==> config.mk <==
export PLATFORM = sky130hd
export DESIGN_NAME = uart_txq
export DESIGN_NICKNAME = d
export VERILOG_FILES = /design/src/rtl/uart_txq_pkg.sv /design/src/rtl/uart_txq_regs.sv /design/src/rtl/uart_txq_store.sv /design/src/rtl/uart_txq_level.sv /design/src/rtl/uart_txq.sv
export SDC_FILE = /design/constraint.sdc
export NUM_CORES = 1
export LEC_CHECK = 0
export BUFFER_PORTS_ARGS = -buffer_cell sky130_fd_sc_hd__buf_4
export CAP_MARGIN = 20
export CORE_ASPECT_RATIO = 1.1
export CORE_UTILIZATION = 53
export DETAILED_ROUTE_END_ITERATION = 16
export PLACE_DENSITY = 0.77
export SKIP_CTS_REPAIR_TIMING = 1
export SLEW_MARGIN = 0
export SYNTH_ARGS = -nofsm -noshare
export SYNTH_HDL_FRONTEND = slang
export SYNTH_HIERARCHICAL = 1
export SYNTH_SLANG_ARGS = --single-unit
export TNS_END_PERCENT = 10
==> constraint.sdc <==
create_clock -name clk_i -period 3.9 [get_ports clk_i]
set_input_delay 0.39 -clock clk_i [delete_from_list [all_inputs] [get_ports clk_i]]
set_output_delay 0.39 -clock clk_i [all_outputs]
set_load 0.1 [all_outputs]
==> src/rtl/uart_txq_pkg.sv <==
package uart_txq_pkg;
  localparam int unsigned REG_AW = 6;
  localparam int unsigned REG_DW = 32;
  localparam int unsigned WM_W   = 2;

  localparam logic [REG_AW-1:0] OFS_CTRL     = 6'h0C;
  localparam logic [REG_AW-1:0] OFS_STATUS   = 6'h10;
  localparam logic [REG_AW-1:0] OFS_WDATA    = 6'h18;
  localparam logic [REG_AW-1:0] OFS_QCTRL    = 6'h1C;
  localparam logic [REG_AW-1:0] OFS_QSTATUS  = 6'h20;

  localparam int unsigned CTRL_TXEN_BIT = 0;
  localparam int unsigned ST_FULL_BIT   = 0;
  localparam int unsigned ST_EMPTY_BIT  = 2;
  localparam int unsigned QC_FLUSH_BIT  = 1;
  localparam int unsigned QC_WM_LSB     = 5;
endpackage

==> src/rtl/uart_txq_regs.sv <==
module uart_txq_regs import uart_txq_pkg::*; #(
  parameter int unsigned DATA_W = 8,
  parameter int unsigned LVL_W  = 5
) (
  input  logic              clk_i,
  input  logic              rst_ni,
  input  logic              we_i,
  input  logic [REG_AW-1:0] addr_i,
  input  logic [REG_DW-1:0] wdata_i,
  output logic [REG_DW-1:0] rdata_o,
  input  logic              full_i,
  input  logic              empty_i,
  input  logic [LVL_W-1:0]  level_i,
  output logic              tx_en_o,
  output logic [WM_W-1:0]   wm_lvl_o,
  output logic              push_o,
  output logic              flush_o,
  output logic [DATA_W-1:0] push_data_o
);
  logic unused_wdata;
  assign unused_wdata = ^wdata_i[REG_DW-1:DATA_W];

  logic wr_ctrl, wr_qctrl;
  assign wr_ctrl  = we_i && (addr_i == OFS_CTRL);
  assign wr_qctrl = we_i && (addr_i == OFS_QCTRL);

  // stores into a full queue are dropped here
  assign push_o      = we_i && (addr_i == OFS_WDATA) && !full_i;
  assign flush_o     = wr_qctrl && wdata_i[QC_FLUSH_BIT];
  assign push_data_o = wdata_i[DATA_W-1:0];

  always_ff @(posedge clk_i or negedge rst_ni) begin
    if (!rst_ni) begin
      tx_en_o  <= 1'b0;
      wm_lvl_o <= '0;
    end else begin
      if (wr_ctrl)  tx_en_o  <= wdata_i[CTRL_TXEN_BIT];
      if (wr_qctrl) wm_lvl_o <= wdata_i[QC_WM_LSB +: WM_W];
    end
  end

  always_comb begin
    rdata_o = '0;
    unique case (addr_i)
      OFS_CTRL:    rdata_o[CTRL_TXEN_BIT] = tx_en_o;
      OFS_STATUS: begin
        rdata_o[ST_FULL_BIT]  = full_i;
        rdata_o[ST_EMPTY_BIT] = empty_i;
      end
      OFS_QCTRL:   rdata_o[QC_WM_LSB +: WM_W] = wm_lvl_o;
      OFS_QSTATUS: rdata_o[LVL_W-1:0] = level_i;
      default:     rdata_o = '0;
    endcase
  end
endmodule

==> src/rtl/uart_txq_store.sv <==
module uart_txq_store #(
  parameter int unsigned DEPTH  = 16,
  parameter int unsigned DATA_W = 8
) (
  input  logic              clk_i,
  input  logic              rst_ni,
  input  logic              push_i,
  input  logic              pop_i,
  input  logic              flush_i,
  input  logic [DATA_W-1:0] wdata_i,
  output logic [DATA_W-1:0] rdata_o
);
  localparam int unsigned PTR_W = (DEPTH > 1) ? $clog2(DEPTH) : 1;
  localparam logic [PTR_W-1:0] PTR_LAST = PTR_W'(DEPTH - 1);

  logic [PTR_W-1:0]  wr_ptr_q, rd_ptr_q;
  logic [DATA_W-1:0] mem_q [DEPTH];

  function automatic logic [PTR_W-1:0] ptr_inc(input logic [PTR_W-1:0] p);
    return (p == PTR_LAST) ? '0 : p + PTR_W'(1);
  endfunction

  always_ff @(posedge clk_i or negedge rst_ni) begin
    if (!rst_ni) begin
      wr_ptr_q <= '0;
      rd_ptr_q <= '0;
    end else if (flush_i) begin
      wr_ptr_q <= '0;
      rd_ptr_q <= '0;
    end else begin
      if (push_i) wr_ptr_q <= ptr_inc(wr_ptr_q);
      if (pop_i)  rd_ptr_q <= ptr_inc(rd_ptr_q);
    end
  end

  for (genvar i = 0; i < DEPTH; i++) begin : g_entry
    always_ff @(posedge clk_i or negedge rst_ni) begin
      if (!rst_ni) begin
        mem_q[i] <= '0;
      end else if (push_i && !flush_i && (wr_ptr_q == PTR_W'(i))) begin
        mem_q[i] <= wdata_i;
      end
    end
  end

  assign rdata_o = mem_q[rd_ptr_q];
endmodule

==> src/rtl/uart_txq_level.sv <==
module uart_txq_level import uart_txq_pkg::*; #(
  parameter int unsigned DEPTH = 16,
  parameter int unsigned LVL_W = 5
) (
  input  logic             clk_i,
  input  logic             rst_ni,
  input  logic             push_i,
  input  logic             pop_i,
  input  logic             flush_i,
  input  logic [WM_W-1:0]  wm_lvl_i,
  output logic [LVL_W-1:0] level_o,
  output logic             full_o,
  output logic             empty_o,
  output logic             wm_evt_o,
  output logic             empty_evt_o
);
  logic [LVL_W-1:0] lvl_nxt;
  logic [LVL_W-1:0] wm_ext;
  assign wm_ext = {{(LVL_W-WM_W){1'b0}}, wm_lvl_i};

  always_comb begin
    if (flush_i) begin
      lvl_nxt = '0;
    end else begin
      unique case ({push_i, pop_i})
        2'b10:   lvl_nxt = level_o + LVL_W'(1);
        2'b01:   lvl_nxt = level_o - LVL_W'(1);
        default: lvl_nxt = level_o;
      endcase
    end
  end

  always_ff @(posedge clk_i or negedge rst_ni) begin
    if (!rst_ni) begin
      level_o     <= '0;
      empty_o     <= 1'b1;
      wm_evt_o    <= 1'b0;
      empty_evt_o <= 1'b0;
    end else begin
      level_o     <= lvl_nxt;
      empty_evt_o <= 1'b0;
      if (flush_i) begin
        empty_o  <= 1'b1;
        wm_evt_o <= 1'b0;
      end else begin
        if (push_i) begin
          empty_o <= 1'b0;
        end else if (pop_i && lvl_nxt == '0) begin
          empty_o     <= 1'b1;
          empty_evt_o <= 1'b1;
        end
        // push takes precedence: with push and pop together the level holds
        if (push_i && lvl_nxt >= wm_ext)     wm_evt_o <= 1'b1;
        else if (pop_i && lvl_nxt < wm_ext)  wm_evt_o <= 1'b0;
      end
    end
  end

  assign full_o = (level_o == LVL_W'(DEPTH));
endmodule

==> src/rtl/uart_txq.sv <==
module uart_txq import uart_txq_pkg::*; #(
  parameter int unsigned DEPTH  = 16,
  parameter int unsigned DATA_W = 8
) (
  input  logic              clk_i,
  input  logic              rst_ni,
  input  logic              reg_we_i,
  input  logic [REG_AW-1:0] reg_addr_i,
  input  logic [REG_DW-1:0] reg_wdata_i,
  output logic [REG_DW-1:0] reg_rdata_o,
  input  logic              ser_ready_i,
  output logic              ser_valid_o,
  output logic [DATA_W-1:0] ser_data_o,
  output logic              evt_tx_watermark_o,
  output logic              evt_tx_empty_o
);
  localparam int unsigned LVL_W = $clog2(DEPTH + 1);

  logic              tx_en, tx_full, tx_empty;
  logic              push_w, pop_w, flush_w;
  logic [WM_W-1:0]   wm_lvl;
  logic [LVL_W-1:0]  level;
  logic [DATA_W-1:0] push_data;

  // a flush in progress hides the head byte from the serializer
  assign ser_valid_o = tx_en && !tx_empty && !flush_w;
  assign pop_w       = ser_valid_o && ser_ready_i;

  uart_txq_regs #(.DATA_W(DATA_W), .LVL_W(LVL_W)) u_regs (
    .clk_i       (clk_i),
    .rst_ni      (rst_ni),
    .we_i        (reg_we_i),
    .addr_i      (reg_addr_i),
    .wdata_i     (reg_wdata_i),
    .rdata_o     (reg_rdata_o),
    .full_i      (tx_full),
    .empty_i     (tx_empty),
    .level_i     (level),
    .tx_en_o     (tx_en),
    .wm_lvl_o    (wm_lvl),
    .push_o      (push_w),
    .flush_o     (flush_w),
    .push_data_o (push_data)
  );

  uart_txq_store #(.DEPTH(DEPTH), .DATA_W(DATA_W)) u_store (
    .clk_i   (clk_i),
    .rst_ni  (rst_ni),
    .push_i  (push_w),
    .pop_i   (pop_w),
    .flush_i (flush_w),
    .wdata_i (push_data),
    .rdata_o (ser_data_o)
  );

  uart_txq_level #(.DEPTH(DEPTH), .LVL_W(LVL_W)) u_level (
    .clk_i       (clk_i),
    .rst_ni      (rst_ni),
    .push_i      (push_w),
    .pop_i       (pop_w),
    .flush_i     (flush_w),
    .wm_lvl_i    (wm_lvl),
    .level_o     (level),
    .full_o      (tx_full),
    .empty_o     (tx_empty),
    .wm_evt_o    (evt_tx_watermark_o),
    .empty_evt_o (evt_tx_empty_o)
  );
endmodule

[After elaboration in Yosys (flattened, before gate mapping)]
Cells that the tools add are included.
Word-level totals
  flip-flop bits (word level): 147
  bits of input ports: 42
  output and inout bits: 43
  word-level logic and storage cells: 118
Cells by class
  add/sub/neg operators: 4
  magnitude comparators: 3
  equal/unequal tests: 24
  multiplexer cells: 25
  bitwise logic cells: 1
  reduce and logical (&&, ||, !) cells: 37
Operator list (count)
  $eq 4x4->1 const B: 9
  $bmux 8 s4: 1
  $logic_and 1x1->1: 28
  $mux 4: 6
  $eq 6x5->1 const B: 3
  $eq 4x3->1 const B: 4
  $mux 8: 2
  $mux 1: 10
  $pmux 5 s2: 1
  $add 4x1->4 const B: 2
  $eq 4x2->1 const B: 2
  $eq 6x4->1 const B: 1
  $eq 6x6->1 const B: 1
  $reduce_bool 3->1: 2
  $add 5x1->5 const B: 1
  $eq 5x5->1 const B: 1
  $ge 5x2->1: 1
  $ge 5x5->1 const B: 1
  $logic_not 5->1: 1
  $lt 5x2->1: 1
  $mux 5: 1
  $not 4->5: 1
  $sub 5x1->5 const B: 1
  $eq 4x1->1 const B: 1
  8 further kinds: 12

[Logic depth before layout (Yosys ltp)]
  depth in word-level cells: 14
  mapped depth: 15
  gate-level depth less buffers: 15

[Cells and area by module]
Netlist, hierarchy kept.
Modules (own cells, without submodules)
  uart_txq_store: instances 1, cells each 429, area each 6453.7 um^2, seq. area each 3403.3 um^2
  uart_txq_level: instances 1, cells each 69, area each 629.4 um^2, seq. area each 201.4 um^2
  uart_txq_regs: instances 1, cells each 64, area each 518.0 um^2, seq. area each 75.1 um^2
  uart_txq: instances 1, cells each 2, area each 20.0 um^2, seq. area each 0.0 um^2

[Worst setup path before layout]
No wires, ideal clock.
  path kind: reg-to-reg
  start: register u_level.level_o[1]
  end: register u_level.wm_evt_o
  setup time: 0.124 ns
  data arrival time: 3.626 ns
  required time: 3.776 ns
  setup slack: 0.150 ns
  cell stages (with the launch flop): 14
  buffers on the path: 0
  period minus slack after synthesis: 3.750 ns
  path through: dfrtp_1 > nor3_1 > and3b_1 > or4_1 > nor2_1 > inv_1 > ha_1 > xor2_1 > ha_1 > or4b_1 > o2111ai_1 > mux2i_1 > or3_4 > o31a_1
Between the ends
  word-level cells in the longest chain between the ends: 10
  elaborated cells between the ends (all ways): 16
  those cells by class: 2 x add/sub; 2 x order compare; 3 x eq/ne; 4 x mux; 5 x reduce/logical
Ends and longest elaborated chain
  from (decl): line uart_txq_level.sv:11  | output logic [LVL_W-1:0] level_o,
  from (signal assigned): line uart_txq_level.sv:40  | level_o <= lvl_nxt;
  $eq 5x5->1 *: line uart_txq_level.sv:59  | assign full_o = (level_o == LVL_W'(DEPTH));
  named net tx_full: line uart_txq.sv:19  | logic tx_en, tx_full, tx_empty;
  $logic_not 1->1 *: line uart_txq_regs.sv:28  | assign push_o = we_i && (addr_i == OFS_WDATA) && !full_i;
  $logic_and 1x1->1 *: line uart_txq_regs.sv:28
  named net push_w: line uart_txq.sv:20  | logic push_w, pop_w, flush_w;
  $eq 2x1->1 or $eq 2x2->1 (tied branches): line uart_txq_level.sv:25  | unique case ({push_i, pop_i})
  $pmux 5 s2 *: line uart_txq_level.sv:25
  $mux 5 *: line uart_txq_level.sv:22  | if (flush_i) begin
  named net u_level.lvl_nxt[4]: line uart_txq_level.sv:17  | logic [LVL_W-1:0] lvl_nxt;
  $ge 5x2->1: line uart_txq_level.sv:53  | if (push_i && lvl_nxt >= wm_ext) wm_evt_o <= 1'b1;
  $logic_and 1x1->1: line uart_txq_level.sv:53
  $mux 1: line uart_txq_level.sv:53
  $mux 1: line uart_txq_level.sv:42  | if (flush_i) begin
  to (signal assigned): line uart_txq_level.sv:44  | wm_evt_o <= 1'b0;
  to (signal assigned): line uart_txq_level.sv:53
  to (signal assigned): line uart_txq_level.sv:54  | else if (pop_i && lvl_nxt < wm_ext) wm_evt_o <= 1'b0;
  to (decl): line uart_txq_level.sv:14  | output logic wm_evt_o,
Mark *: on every way through the listed nets, which the timed path passes. The rest lies on a longest branch.
A chain may end at the register's enable or synchronous reset.

[Worst setup path in the final report]
  start: register u_level.level_o[4]
  end: register u_level.wm_evt_o
The elaborated chain is that of the path after synthesis.

==> flow_metrics.py <==
metrics = {
    "logic_synthesis": {
        "syn_area_mm2": 0.00762,
        "synth_cells": 564,
        "async_flop_share_pct": 100,
        "synth_edf_count": 0,
        "synth_seq_cells": 147,
        "syn_area_per_cell_um2": 13.5,
        "synth.distinct_cells": 63,
        "synthFlopType": "dfrtp_1",
        "synth.top_cell.area_share_pct": 47.9,
        "yosysTopAreaCell": "dfrtp_1",
        "yosys_warnings": 6,
        "ys_seq_area_share_pct": 48.3,
        "synth.area.top_cells": "dfrtp_1, mux2_2, mux4_2",
    },
    "critical_path": {
        "rr_worst_depth": 12,
        "cp.required_ns": 4.20,
        "path_depth": 12,
        "cp_num_buf_inv": 1,
        "max_stage_delay_ns": 0.50,
        "cp_cell_sequence": "and3b_1, or4_1, nor2_1, inv_1, ha_1, xor2_1, ha_1, or4b_1, o2111ai_1, mux2i_1, or3_4, o31a_1",
        "critPathLaunch": "u_level/level_o[4]$_DFF_PN0_",
        "cp-endpoint": "u_level/wm_evt_o$_DFFE_PN0P_",
        "reg2reg_slack_ns": 0.30,
        "critical-path-top-delay-family": "simple AND/OR/NAND/NOR gates",
        "crit_fanout": 5,
        "crit_slowest_cell": "or4b_1",
        "path_class": "flip-flop to flip-flop",
        "r2r_start": "u_level/level_o[4]$_DFF_PN0_",
        "worst_setup_path_end_kind": "flip-flop",
        "r2r-end": "u_level/wm_evt_o$_DFFE_PN0P_",
        "cp.arrival_ns": 3.90,
        "cp-start-kind": "flip-flop",
        "path_common_cell": "ha_1",
    },
    "placed_design": {
        "hpwl_um": 10300,
        "port_buffers": 35,
        "place_inst": 763,
        "place_congestion": 0.794,
    },
    "global_route": {
        "grt_max_degree": 106,
        "antenna_found_initial": 0,
        "grt_pass1_wl_um": 25000,
        "grt_pass1_vias": 4857,
        "grtUsageTotal_pct": 22.2,
        "overflow": 0,
    },
    "drt": {
        "met2_length_um": 7540,
        "drtIter0Drc": 211,
        "routed_wl_um": 14800,
        "wire_per_inst_um": 18.6,
        "viasPerCell": 5.73,
        "highest_layer": "met4",
        "vias": 4559,
        "firstDrtPassIters": 5,
        "wl_met1_um": 6530,
        "ant_nets": 0,
        "drc": 0,
        "wl_met3_um": 513,
    },
    "pwr": {
        "clkPwrFrac_pct": 36.8,
        "switchingPower_mw": 1.54,
        "p_per_area_mw_per_mm2": 541,
        "p_int_mw": 3.09,
        "power_mw": 4.62,
        "seq_power_share_pct": 38.2,
        "switching_share_pct": 33.3,
        "comb_power_share_pct": 25.0,
        "p_leak_nw": 4.04,
        "peakVddDrop_mv": 0.348,
    },
    "final_layout": {
        "syn2layout_area_growth_pct": 12.1,
        "fin_util_pct": 61.4,
        "finalNonFillerCells": 795,
        "nNetsFinal": 646,
        "layout-drive-gt1-share_pct": 42.3,
        "diodes": 0,
    },
    "clock_tree": {
        "cts-root-buf": "clkbuf_16",
        "clk_pin_slew_worst_paths_ns": 0.06,
        "cts_sinks": 147,
        "cts_tree": "built",
        "htree_levels": 4,
        "cts_buffers": 17,
        "cts.path.max_buffers": 2,
        "clkLatencyLatePin_ns": 0.42,
    },
    "timing": {
        "fin_skew_ns": 0.00598,
        "slew_headroom_pct": 38.0,
        "worstMarginPinSlew_ns": 0.929,
        "setup_viol": 0,
        "rsz0062_at_grt": "no",
        "slew_violations": 0,
        "post-route-period-util_pct": 92.2,
        "hold_violations": 0,
        "clock.fmax_ghz": 0.278,
        "finalSetupTns_ns": 0,
        "fin_crit_ns": 3.60,
    },
    "die": {
        "die_area_mm2": 0.0149,
        "fp.dieH_um": 128,
        "coreArea_mm2": 0.0139,
        "initial_core_util_pct": 54.8,
        "row_count": 45,
        "fp.dieW_um": 116,
        "io_pins": 85,
    },
    "min_path": {
        "hold_class": "primary input to async pin",
    },
    "flow_run": {
        "drv_cap": 0,
    },
    "status": {
        "status": "completed",
    },
}
==> per-stage QoR <==
stage / area (um^2) / worst slack [ns] / hold WS [ns]
global placement: 7910 / 0.268 / 0.464
floorplan: 7710 / 0.150 / 0.0944
finish: 8540 / 0.304 / 0.0708
global route: 8540 / 0.0551 / 0.148
CTS: 8540 / 0.290 / 0.124
detailed placement: 7910 / 0.216 / 0.472
==> final cells by class <==
cell class              instances  area, um^2
clock buffers                  22         484
fillers                      1042        5360
clock inverters                10         145
inverters                      10        37.5
flip-flops and latches        147        3680
multi-input cells             370        3590
repair buffers                 48         364
well taps                     188         235
==> logic make-up after synthesis <==
group	Yosys count	share of synthesized area, %
other	1	0.0492
multiplexers	183	30.5
buffers and inverters	71	5.73
XOR/XNOR	5	0.575
AND/OR/NAND/NOR	91	8.09
AO/OA/AOI/OAI	56	5.11
flip-flops	147	48.3
adder cells (fa/ha/maj)	10	1.64
==> state kept, by name, indices dropped and copies added, names as in the netlist <==
name	count
u_level/empty_evt_o	1
u_level/empty_o	1
u_level/level_o	5
u_level/wm_evt_o	1
u_regs/tx_en_o	1
u_regs/wm_lvl_o	2
u_store/mem_q	128
u_store/rd_ptr_q	4
u_store/wr_ptr_q	4
==> cell usage in the layout (no fill, tap or decap), drive strengths merged, types with 4 or more instances in the layout <==
master and count:
dfrtp 146, mux2 131, buf 48, mux2i 28
conb 25, mux4 24, nor2 24, clkbuf 22
o21ai 14, a21oi 13, inv 13, ha 10
a22oi 10, nand2 10, a32oi 8, nand2b 8
nor2b 7, nand3 7, or3 6, and2 5
nor3 5, nand4 4
==> power groups by stage <==
stage / Sequential (mW) / Clock [mW] / Combinational (mW)
after floorplan: 1.70 / 0 / 0.977
after global placement: 1.79 / 0 / 1.13
after detailed placement: 1.80 / 0 / 1.15
after CTS: 1.77 / 1.73 / 1.16
after global routing: 1.79 / 1.80 / 1.24
final: 1.77 / 1.70 / 1.15
==> per-layer routing <==
layer	GRT usage, %	up-vias
met5	0	-
met3	4.49	15
met2	36.5	101
met1	29.3	2362
li1	-	2081
met4	7.62	0
==> cell usage after synthesis, types with 2 or more instances <==
library cell and n:
a211o_1 2, a21oi_1 13, a22oi_1 10, a32oi_1 8, and2_1 5, and3_1 2, buf_1 2, buf_2 7
buf_4 37, buf_6 3, clkbuf_1 12, dfrtp_1 146, ha_1 10, inv_1 10, mux2_1 4, mux2_2 119
mux2_4 8, mux2i_1 28, mux4_2 24, nand2_1 8, nand2b_1 6, nand3_1 5, nand3_2 2, nand4_1 4
nor2_1 15, nor2_2 3, nor2_4 6, nor2b_1 7, nor3_1 3, nor3_4 2, o21ai_0 6, o21ai_1 8
or3_1 5, or4_1 2, xnor2_1 2, xor2_1 3
==> worst reg2reg max path: stages, from the launching register on <==
cell and delay (ns):
dfrtp_1 0.41, and3b_1 0.20, or4_1 0.47, nor2_1 0.15, inv_1 0.12, ha_1 0.24, xor2_1 0.17, ha_1 0.21
or4b_1 0.50, o2111ai_1 0.19, mux2i_1 0.10, or3_4 0.42, o31a_1 0.31
==> worst min path at each step <==
stage,start,cells past startpoint,slack (ns),endpoint
2_1_floorplan,rst_ni,0,0.09,u_level/empty_evt_o$_DFF_PN0_
3_3_place_gp,u_store/mem_q[64]$_DFFE_PN0P_,1,0.46,u_store/mem_q[64]$_DFFE_PN0P_
3_5_place_dp,u_store/mem_q[64]$_DFFE_PN0P_,1,0.47,u_store/mem_q[64]$_DFFE_PN0P_
4_1_cts,rst_ni,1,0.12,u_store/mem_q[11]$_DFFE_PN0P_
5_1_grt,rst_ni,1,0.15,u_store/mem_q[11]$_DFFE_PN0P_
6_report,rst_ni,1,0.07,u_store/mem_q[27]$_DFFE_PN0P_
No activity file was read; power rests on OpenSTA's default activity.
